`src/rtl/spc_pkg.sv`:
```
// Shared constants for the split fetch/display plane control.
// Assumes a 3-bit register address with the mode register at 0
// and plane k's data register at address k.
package spc_pkg;
    localparam int ADDR_W    = 3;
    localparam int CNT_W     = 3;
    localparam logic [ADDR_W-1:0] ADDR_MODE = 3'd0;
endpackage

```
`src/rtl/spc_count_decode.sv`:
```
// Decodes the plane-count field into a fetch count and a display count,
// and a per-plane "shown" mask. Counts beyond NUM_PLANES are illegal:
// fetch is capped at FETCH_CAP while all NUM_PLANES planes are shown.
// Assumes 2**CNT_W - 1 >= NUM_PLANES.
module spc_count_decode #(
    parameter int NUM_PLANES = 6,
    parameter int FETCH_CAP  = 4,
    parameter int CNT_W      = 3
) (
    input  logic [CNT_W-1:0]      mode_cnt,
    output logic [CNT_W-1:0]      fetch_cnt,
    output logic [CNT_W-1:0]      show_cnt,
    output logic [NUM_PLANES-1:0] show_mask
);
    localparam logic [CNT_W-1:0] PLANES_C = CNT_W'(NUM_PLANES);
    localparam logic [CNT_W-1:0] CAP_C    = CNT_W'(FETCH_CAP);

    // Split the field: legal values pass through, illegal ones diverge.
    always_comb begin
        if (mode_cnt > PLANES_C) begin
            fetch_cnt = CAP_C;
            show_cnt  = PLANES_C;
        end else begin
            fetch_cnt = mode_cnt;
            show_cnt  = mode_cnt;
        end
    end

    // Plane k (1-based) is shown when its number does not exceed the display count.
    for (genvar k = 0; k < NUM_PLANES; k++) begin : g_mask
        assign show_mask[k] = (CNT_W'(k + 1) <= show_cnt);
    end

    // The fetch side never services more planes than are shown; mask agrees with count.
    always_comb begin
        p_fetch_within_show_r3: assert (fetch_cnt <= show_cnt);
        p_mask_matches_count_r6: assert ($countones(show_mask) == int'(show_cnt));
    end
endmodule

```
`src/rtl/spc_regfile.sv`:
```
// Register file: one mode register (plane-count field in the low bits)
// and one data register per plane. Unmapped addresses are ignored.
// Assumes the fetch sequencer and software share this one write port.
module spc_regfile
    import spc_pkg::*;
#(
    parameter int NUM_PLANES = 6,
    parameter int WORD_W     = 16
) (
    input  logic                                 clk,
    input  logic                                 rst_n,
    input  logic                                 wr_en,
    input  logic [ADDR_W-1:0]                    wr_addr,
    input  logic [WORD_W-1:0]                    wr_data,
    output logic [CNT_W-1:0]                     mode_cnt,
    output logic [NUM_PLANES-1:0][WORD_W-1:0]    plane_word
);
    // Mode register: only the count field is stored; upper bits belong elsewhere.
    always_ff @(posedge clk) begin
        if (!rst_n)
            mode_cnt <= '0;
        else if (wr_en && wr_addr == ADDR_MODE)
            mode_cnt <= wr_data[CNT_W-1:0];
    end

    p_mode_write_r9: assert property (@(posedge clk) disable iff (!rst_n)
        (wr_en && wr_addr == ADDR_MODE) |=> mode_cnt == $past(wr_data[CNT_W-1:0]));

    for (genvar k = 0; k < NUM_PLANES; k++) begin : g_plane
        localparam logic [ADDR_W-1:0] MY_ADDR = ADDR_W'(k + 1);

        // Plane data register: holds its last written word until rewritten.
        always_ff @(posedge clk) begin
            if (!rst_n)
                plane_word[k] <= '0;
            else if (wr_en && wr_addr == MY_ADDR)
                plane_word[k] <= wr_data;
        end

        p_word_write_r8: assert property (@(posedge clk) disable iff (!rst_n)
            (wr_en && wr_addr == MY_ADDR) |=> plane_word[k] == $past(wr_data));

        p_word_hold_r7: assert property (@(posedge clk) disable iff (!rst_n)
            !(wr_en && wr_addr == MY_ADDR) |=> $stable(plane_word[k]));
    end
endmodule

```
`src/rtl/spc_shifter.sv`:
```
// One plane's parallel-to-serial shifter. On load it captures the word
// (or zero when the plane is not shown); otherwise it shifts toward the
// MSB with zero fill. The output is the MSB.
// Assumes one pixel per clock.
module spc_shifter #(
    parameter int WORD_W = 16
) (
    input  logic              clk,
    input  logic              rst_n,
    input  logic              load,
    input  logic              plane_on,
    input  logic [WORD_W-1:0] word_in,
    output logic              bit_out
);
    logic [WORD_W-1:0] shreg;

    // Capture on load, otherwise advance one pixel.
    always_ff @(posedge clk) begin
        if (!rst_n)
            shreg <= '0;
        else if (load)
            shreg <= plane_on ? word_in : '0;
        else
            shreg <= {shreg[WORD_W-2:0], 1'b0};
    end

    assign bit_out = shreg[WORD_W-1];

    p_load_msb_r4: assert property (@(posedge clk) disable iff (!rst_n)
        (load && plane_on) |=> bit_out == $past(word_in[WORD_W-1]));

    p_hidden_plane_dark_r6: assert property (@(posedge clk) disable iff (!rst_n)
        (load && !plane_on) |=> shreg == '0);

    p_shift_zero_fill_r5: assert property (@(posedge clk) disable iff (!rst_n)
        !load |=> bit_out == $past(shreg[WORD_W-2]) && shreg[0] == 1'b0);
endmodule

```
`src/rtl/split_plane_ctl.sv`:
```
// Top: register file, count decoder and one shifter per plane.
// The display count gates which planes load data; the fetch count is
// only reported to the fetch sequencer. Assumes load pulses every
// WORD_W cycles for continuous output.
module split_plane_ctl
    import spc_pkg::*;
#(
    parameter int NUM_PLANES = 6,
    parameter int WORD_W     = 16,
    parameter int FETCH_CAP  = 4
) (
    input  logic                  clk,
    input  logic                  rst_n,
    input  logic                  wr_en,
    input  logic [ADDR_W-1:0]     wr_addr,
    input  logic [WORD_W-1:0]     wr_data,
    input  logic                  load,
    output logic [CNT_W-1:0]      fetch_planes,
    output logic [CNT_W-1:0]      show_planes,
    output logic [NUM_PLANES-1:0] pix
);
    logic [CNT_W-1:0]                  mode_cnt;
    logic [NUM_PLANES-1:0][WORD_W-1:0] plane_word;
    logic [NUM_PLANES-1:0]             show_mask;

    spc_regfile #(.NUM_PLANES(NUM_PLANES), .WORD_W(WORD_W)) u_regs (
        .clk        (clk),
        .rst_n      (rst_n),
        .wr_en      (wr_en),
        .wr_addr    (wr_addr),
        .wr_data    (wr_data),
        .mode_cnt   (mode_cnt),
        .plane_word (plane_word)
    );

    spc_count_decode #(.NUM_PLANES(NUM_PLANES), .FETCH_CAP(FETCH_CAP), .CNT_W(CNT_W)) u_dec (
        .mode_cnt  (mode_cnt),
        .fetch_cnt (fetch_planes),
        .show_cnt  (show_planes),
        .show_mask (show_mask)
    );

    for (genvar k = 0; k < NUM_PLANES; k++) begin : g_shift
        spc_shifter #(.WORD_W(WORD_W)) u_sh (
            .clk      (clk),
            .rst_n    (rst_n),
            .load     (load),
            .plane_on (show_mask[k]),
            .word_in  (plane_word[k]),
            .bit_out  (pix[k])
        );
    end

    p_counts_after_reset_r1: assert property (@(posedge clk)
        !rst_n |=> (pix == '0 && fetch_planes == '0 && show_planes == '0));
endmodule

```
`config.mk`:
```
export PLATFORM = sky130hd
export DESIGN_NAME = split_plane_ctl
export DESIGN_NICKNAME = d
export VERILOG_FILES = /design/src/rtl/spc_pkg.sv /design/src/rtl/spc_count_decode.sv /design/src/rtl/spc_regfile.sv /design/src/rtl/spc_shifter.sv /design/src/rtl/split_plane_ctl.sv
export SDC_FILE = /design/constraint.sdc
export NUM_CORES = 1
export LEC_CHECK = 0
export ABC_AREA = 1
export BUFFER_PORTS_ARGS = -buffer_cell sky130_fd_sc_hd__buf_2
export CAP_MARGIN = 40
export CORE_MARGIN = 2
export CORE_UTILIZATION = 45
export CTS_BUF_LIST = sky130_fd_sc_hd__clkbuf_16
export CTS_CLUSTER_DIAMETER = 100
export DETAILED_ROUTE_END_ITERATION = 10
export SLEW_MARGIN = 20
export SYNTH_ARGS = -nofsm -noshare
export SYNTH_HDL_FRONTEND = slang
export SYNTH_SLANG_ARGS = --single-unit
```
`constraint.sdc`:
```
create_clock -name clk -period 1.27 [get_ports clk]
set_input_delay 0.127 -clock clk [delete_from_list [all_inputs] [get_ports clk]]
set_output_delay 0.127 -clock clk [all_outputs]
set_load 0.03 [all_outputs]
```
==> flow_metrics.tcl, run 1 <==
set metrics [dict create \
    grt_use_met3 0.0457 \
    ys_top_cells_by_count "nor2_1 (219), dfxtp_1 (195), nand2_1 (187)" \
    clock_path_buffers 2 \
    diodes 0 \
    core_sq_um 16600 \
    clk-insertion-delay-late_ns 0.42 \
    cp_slowest_cell "dfxtp_4" \
    clk_pin_slew_ns 0.07 \
    nFillCells 1676 \
    via_count 6391 \
    final-setup-viol-count 5 \
    ys_top_cells_by_area "dfxtp_1 (51%), nor2_1 (11%), nand2_1 (9.2%)" \
    synth_nets 1047 \
    via_per_inst 5.05 \
    grt_max_degree 55 \
    synth_top_family_by_area "simple AND/OR/NAND/NOR gates" \
    violations "negative setup slack" \
    min_period_ns 1.33 \
    synth_async_sr_flop_share 0 \
    max_stage_delay_ns 0.36 \
    ys.flop_type "dfxtp_1" \
    place.port_buffers 34 \
    status "complete, but fails checks" \
    crit_type "reg2out" \
    grt-ovfl-total 0 \
    yosysWarnings 0 \
    gp_congestion 0.771 \
    relSlewSlack 0.658 \
    cp-end-kind "primary output" \
    synthDistinctLibCells 20 \
    netlist_instances 1024 \
    skew_ns 0.00528 \
    rrSetupSlack_ns 0.07 \
    initial_core_util 0.461 \
    p_per_area_nw_per_um2 1450 \
    drcViolationCount 0 \
    track_usage 0.211 \
    wirelength_microns 18200 \
    synth_edf_count 0 \
    finalCritPeriodShare 1.05 \
    synth_compound_area_frac 0.115 \
    synth-adder-area-share 0 \
    dieHeight_microns 134 \
    synth_top_cell_area_share 0.511 \
    dr.pass1.iters 6 \
    ios 35 \
    worst_slack_ns -0.0591 \
    synthSimpleGateAreaFrac 0.292 \
    cts_tree "built" \
    final_area_sq_um 8800 \
    wl_per_cell_microns 14.4 \
    worst-path-max-fanout 4 \
    worstMarginPinSlew_ns 0.513 \
    worst-path-buf-inv 2 \
    grt_pass1_vias 5640 \
    top_usage_layer "met2" \
    worstPathRequired_ns 1.14 \
    cts_max_level 4 \
    multiInputGateArea_sq_um 3140 \
    use_met2 0.325 \
    p_leak_uw 0.00364 \
    drv_slew 0 \
    hpwl_microns 11000 \
    hp-class "in2reg" \
    synth_most_common_cell "nor2_1" \
    crit_path_cell_trace "buf_12, a21oi_4, buf_6" \
    seq_area_sq_um 3910 \
    drt-initial-drc-count 476 \
    clockRootBuffer "clkbuf_16" \
    rows 47 \
    synthToLayoutAreaGrowth_pct 15.2 \
    cts_buffers 17 \
    numClockSinks 195 \
    ant_nets 0 \
    cap_violations 0 \
    ys_seq_elements 195 \
    yosysSeqAreaShare 0.511 \
    dpl_cell_area_sq_um 8130 \
    drive_gt1_frac 0.119 \
    syn_area_sq_um 7640 \
    fp.dieArea_sq_um 18000 \
    rsz0062_at_grt "true" \
    yosysTopAreaCell "dfxtp_1" \
    max_freq_mhz 752 \
    antenna_found_initial 0 \
    cpLargestDelayFamily "flip-flops" \
    hold_violations 0 \
    arrival_ns 1.20 \
    die_x_microns 134 \
    use_met1 0.301 \
    avgSynthCellArea_sq_um 7.46 \
    post-place-ws_ns 0.0558 \
    synth_xor_xnor_area_share 0 \
    grt_pass1_wl_microns 29400 \
    peakVddDrop_v 0.000953 \
    synthMuxAreaShare 0 \
    hold_buffers 0 \
    nNetsFinal 1057 \
    worst_setup_path_start_kind "register" \
]
-- layout make-up --
class,count,area share
sequential,195,0.444
tap,220,0.0313
timing repair buffer,75,0.0873
clock buffer,17,0.0483
inverter,41,0.0175
multi-input combinational,704,0.356
clock inverter,13,0.0149
-- flip-flops by register name, indices dropped and copies added, names as in the netlist --
register / cells
g_shift.u_sh.shreg: 96
u_regs.mode_cnt: 3
u_regs.plane_word: 96
-- final timing paths --
| kind | from | cells after the start | end |
|---|---|---|---|
| worst max register to register | u_regs.mode_cnt[2]$_SDFFE_PN0P_ | 7 | g_shift[2].u_sh.shreg[14]$_SDFF_PN0_ |
| worst min register to register | u_regs.plane_word[16]$_SDFFE_PN0P_ | 2 | g_shift[1].u_sh.shreg[0]$_SDFF_PN0_ |
| worst max-delay path | u_regs.mode_cnt[2]$_SDFFE_PN0P_ | 3 | show_planes[0] |
| worst min-delay path | load | 2 | g_shift[4].u_sh.shreg[5]$_SDFF_PN0_ |
-- repair_timing --
action | 4_1_cts | 5_1_grt
setup endpoints to repair | 6 | 29
pin swaps | 1 | 1
gates resized for setup | 20 | 6
setup buffers | 5 | 0
-- power by group --
group          leakage [uW]  switching (uW)  internal, uW
logic               0.00175             770           408
clock network      0.000289            2170          3010
registers           0.00160            84.9          6360
-- kinds of logic after synthesis --
logic type             count (synthesis)
buffers and inverters                125
DFF                                  195
and+or+nand+nor                      536
AOI/OAI and AO/OA                    168
-- through the flow --
stage          hold WS [ns]  TNS (ns)  power [uW]  utilization  instances
6_report             0.0752    -0.210       12800        0.531       1265
5_1_grt              0.0646    -0.380       13300        0.531       1265
4_1_cts              0.0599    -0.286       12900        0.530       1265
3_5_place_dp          0.429         0        7730        0.490       1230
3_3_place_gp          0.424         0        7730        0.490       1230
2_1_floorplan         0.357   -0.0225        7360            -       1024
-- placed cells by master (no fill, tap or decap) --
cell type	count
clkinv_1	3
nor2_2	5
dfxtp_4	2
clkbuf_16	17
inv_2	7
bufinv_16	3
buf_6	6
a21oi_2	1
nand2_1	187
nand2_2	2
buf_12	20
clkinvlp_4	1
a21oi_1	75
a21oi_4	1
nor2_1	218
a21boi_2	1
o21ai_0	75
nand3_1	115
buf_2	27
dfxtp_2	1
nand2_4	2
inv_1	40
dfxtp_1	192
nor2_4	6
nor3b_1	1
buf_4	22
o211ai_1	15
-- layer usage --
metal	part of all wire	wire [microns]	vias up
li1	-	-	3298
met1	0.49	9010	2932
met2	0.43	7900	149
met3	0.064	1170	12
met4	0.0096	175	0
met5	0	0	-
(Power assumes the default switching activity.)
==> run 2, diff against run 1 <==
- SYNTH_HIERARCHICAL: unset -> 1
- TNS_END_PERCENT: unset -> 20
==> run 2 against run 1 <==
  * The flow still finishes with violations (negative setup slack)
  * Fmax down 4.3%
  * Core utilization shrank 0.48 points
  * Combinational power down 8%
  * Hold slack worse by 0.044 ns
  * Count of clock-buffer cells in the layout stayed put
  * Die area increased by 3.7%
  * Critical path type unchanged
==> flow_metrics.tcl, run 2 <==
set metrics [dict create \
    status "complete, but fails checks" \
    violations "negative setup slack" \
    cts_max_level 4 \
    intPower_uw 9300 \
    synthToLayoutAreaGrowth_pct 14.4 \
    final_util 0.526 \
    wirelength_microns 19100 \
    synth_top_cell_area_share 0.492 \
    synthSimpleGateAreaFrac 0.418 \
    peakVddDrop_v 0.00106 \
    hp-class "in2reg" \
    layout_common_cells "nand2_1 (229), nor2_1 (205), dfxtp_1 (192)" \
    syn_area_sq_um 7930 \
    p_leak_uw 0.00408 \
    drt-initial-drc-count 540 \
    p_seq_frac 0.502 \
    synth_compound_area_frac 0.00126 \
    worst-path-buf-inv 2 \
    numClockSinks 195 \
    arrival_ns 1.26 \
    synth_xor_xnor_area_share 0 \
    clk_pin_slew_ns 0.07 \
    synth-adder-area-share 0 \
    worst_setup_path_start_kind "register" \
    grt_max_degree 52 \
    ys_top_cells_by_area "dfxtp_1 (49%), nand2_1 (11%), nor2_1 (9.8%)" \
    ys.flop_type "dfxtp_1" \
    drv_slew 0 \
    cts_tree "built" \
    rows 48 \
    worstMarginPinSlew_ns 0.498 \
    rsz0062_at_grt "true" \
    final-setup-viol-count 3 \
    worstPathRequired_ns 1.14 \
    synth_edf_count 0 \
    antenna_found_initial 1 \
    post-place-ws_ns 0.0722 \
    skew_ns 0.00850 \
    pwr-share-comb 0.087 \
    dr.pass1.iters 5 \
    min_period_ns 1.39 \
    relSlewSlack 0.667 \
    final_common_cell "nand2_1" \
    synthDistinctLibCells 18 \
    ios 35 \
    max_freq_mhz 720 \
    clkPwrFrac 0.411 \
    track_usage 0.217 \
    via_per_inst 5.02 \
    grt_pass1_wl_microns 31200 \
    hold_violations 0 \
    grt_pass1_vias 5890 \
    cp_slowest_cell "dfxtp_4" \
    cpLargestDelayFamily "flip-flops" \
    crit_path_cell_trace "buf_8, a21oi_4, buf_6" \
    max_stage_delay_ns 0.37 \
    via_count 6444 \
    synthMuxAreaShare 0 \
    crit_type "reg2out" \
    initial_core_util 0.460 \
    power_switching_uw 3210 \
    yosysWarnings 6 \
    worst-path-max-fanout 6 \
    netlist_instances 1025 \
    synth_top_family_by_area "simple AND/OR/NAND/NOR gates" \
    rrSetupSlack_ns 0.12 \
    die_x_microns 137 \
    p_per_area_nw_per_um2 1380 \
    wl_per_cell_microns 14.9 \
    worst_slack_ns -0.119 \
    synth_nets 1048 \
    dieHeight_microns 137 \
    drcViolationCount 0 \
    place.port_buffers 34 \
    cap_violations 0 \
    synth_async_sr_flop_share 0 \
    yosysSeqAreaShare 0.492 \
    nNetsFinal 1068 \
    clockRootBuffer "clkbuf_16" \
    cts_buffers 17 \
    finalCritPeriodShare 1.09 \
    clk-insertion-delay-late_ns 0.44 \
    reg_top3 "g_shift.u_sh/shreg: 96 flops, u_regs/plane_word: 96 flops, u_regs/mode_cnt: 3 flops" \
    fp.dieArea_sq_um 18700 \
    ys_seq_elements 195 \
    ys_top_cells_by_count "nand2_1 (229), nor2_1 (206), dfxtp_1 (195)" \
    hpwl_microns 11800 \
    placedCellCount 1248 \
    grt-ovfl-total 0 \
    avgSynthCellArea_sq_um 7.74 \
    gp_congestion 0.748 \
    clock_path_buffers 2 \
    core_sq_um 17200 \
    finalNonFillerCells 1284 \
    cp-end-kind "primary output" \
    ant_nets 0 \
    drive_gt1_frac 0.189 \
    synth_most_common_cell "nand2_1" \
    hold_slack_ns 0.0313 \
    yosysTopAreaCell "dfxtp_1" \
    p_sw_frac 0.256 \
]
## run 2: changes by cell type after synthesis, sizes merged, moves of 8 or more
| cell | previous run | this run |
|---|---|---|
| a21oi | 77 | 2 |
| buf | 56 | 78 |
| clkbuf | 28 | 4 |
| nand2 | 191 | 291 |
| nand3 | 115 | 106 |
| nand4 | 0 | 90 |
| nor2 | 229 | 221 |
| o211ai | 15 | 0 |
| o21ai | 75 | 0 |
## run 2: worst reg2reg max path, stage by stage (launching register included)
cell	delay [ns]
dfxtp_4	0.37
buf_4	0.15
inv_1	0.08
nand3_1	0.13
buf_12	0.17
nand4_1	0.11
nand2_1	0.05
## run 2: cell type report
type	instances	area [sq um]
Sequential cell	195	3910
Fill cell	1652	8170
Clock buffer	17	425
Timing Repair Buffer	83	811
Tap cell	225	282
Inverter	38	158
Antenna cell	1	2.50
Multi-Input combinational cell	710	3350
Clock inverter	15	129
## run 2: cell families after synthesis
| family | Yosys count |
|---|---|
| buffers and inverters | 120 |
| and+or+nand+nor | 708 |
| AOI/OAI and AO/OA | 2 |
| DFF | 195 |
## run 2: worst paths after layout
path	startpoint	end	cells after the start
hold / removal	rst_n	g_shift[3].u_sh/shreg[8]$_SDFF_PN0_	3
setup reg to reg	u_regs/mode_cnt[2]$_SDFFE_PN0P_	g_shift[0].u_sh/shreg[12]$_SDFF_PN0_	6
hold reg to reg	g_shift[0].u_sh/shreg[14]$_SDFF_PN0_	g_shift[0].u_sh/shreg[15]$_SDFF_PN0_	2
setup / recovery	u_regs/mode_cnt[2]$_SDFFE_PN0P_	fetch_planes[0]	3
## run 2: metal layers
layer  GRT usage  vias up  wire length (microns)
li1            -     3321                      -
met1       0.298     2955                   8930
met2       0.341      142                   8670
met3      0.0385       26                   1050
met4      0.0804        0                    425
met5           0        -                      0
## run 2: timing repair
item                                    in CTS  in global routing
hold buffers                                 0                  0
gates cloned                                 0                  0
resized for setup                           16                  0
setup buffers                                3                  0
endpoints found under the setup margin       5                  5
pin swaps                                    1                  0
## run 2: metrics by stage
stage / power [uW] / area [sq um] / TNS [ns]
final: 12500 / 9070 / -0.328
after global routing: 12900 / 9060 / -0.410
after CTS: 12600 / 9060 / -0.339
after detailed placement: 7500 / 8440 / 0
after global placement: 7490 / 8440 / 0
after floorplan: 7160 / 7930 / -0.0728
## run 2: power by group through the flow
stage | Clock (uW) | Combinational (uW) | Sequential, uW
after floorplan | 0 | 747 | 6410
final | 5140 | 1090 | 6290
after global placement | 0 | 1070 | 6430
after CTS | 5210 | 1090 | 6280
after detailed placement | 0 | 1070 | 6430
after global routing | 5430 | 1190 | 6290
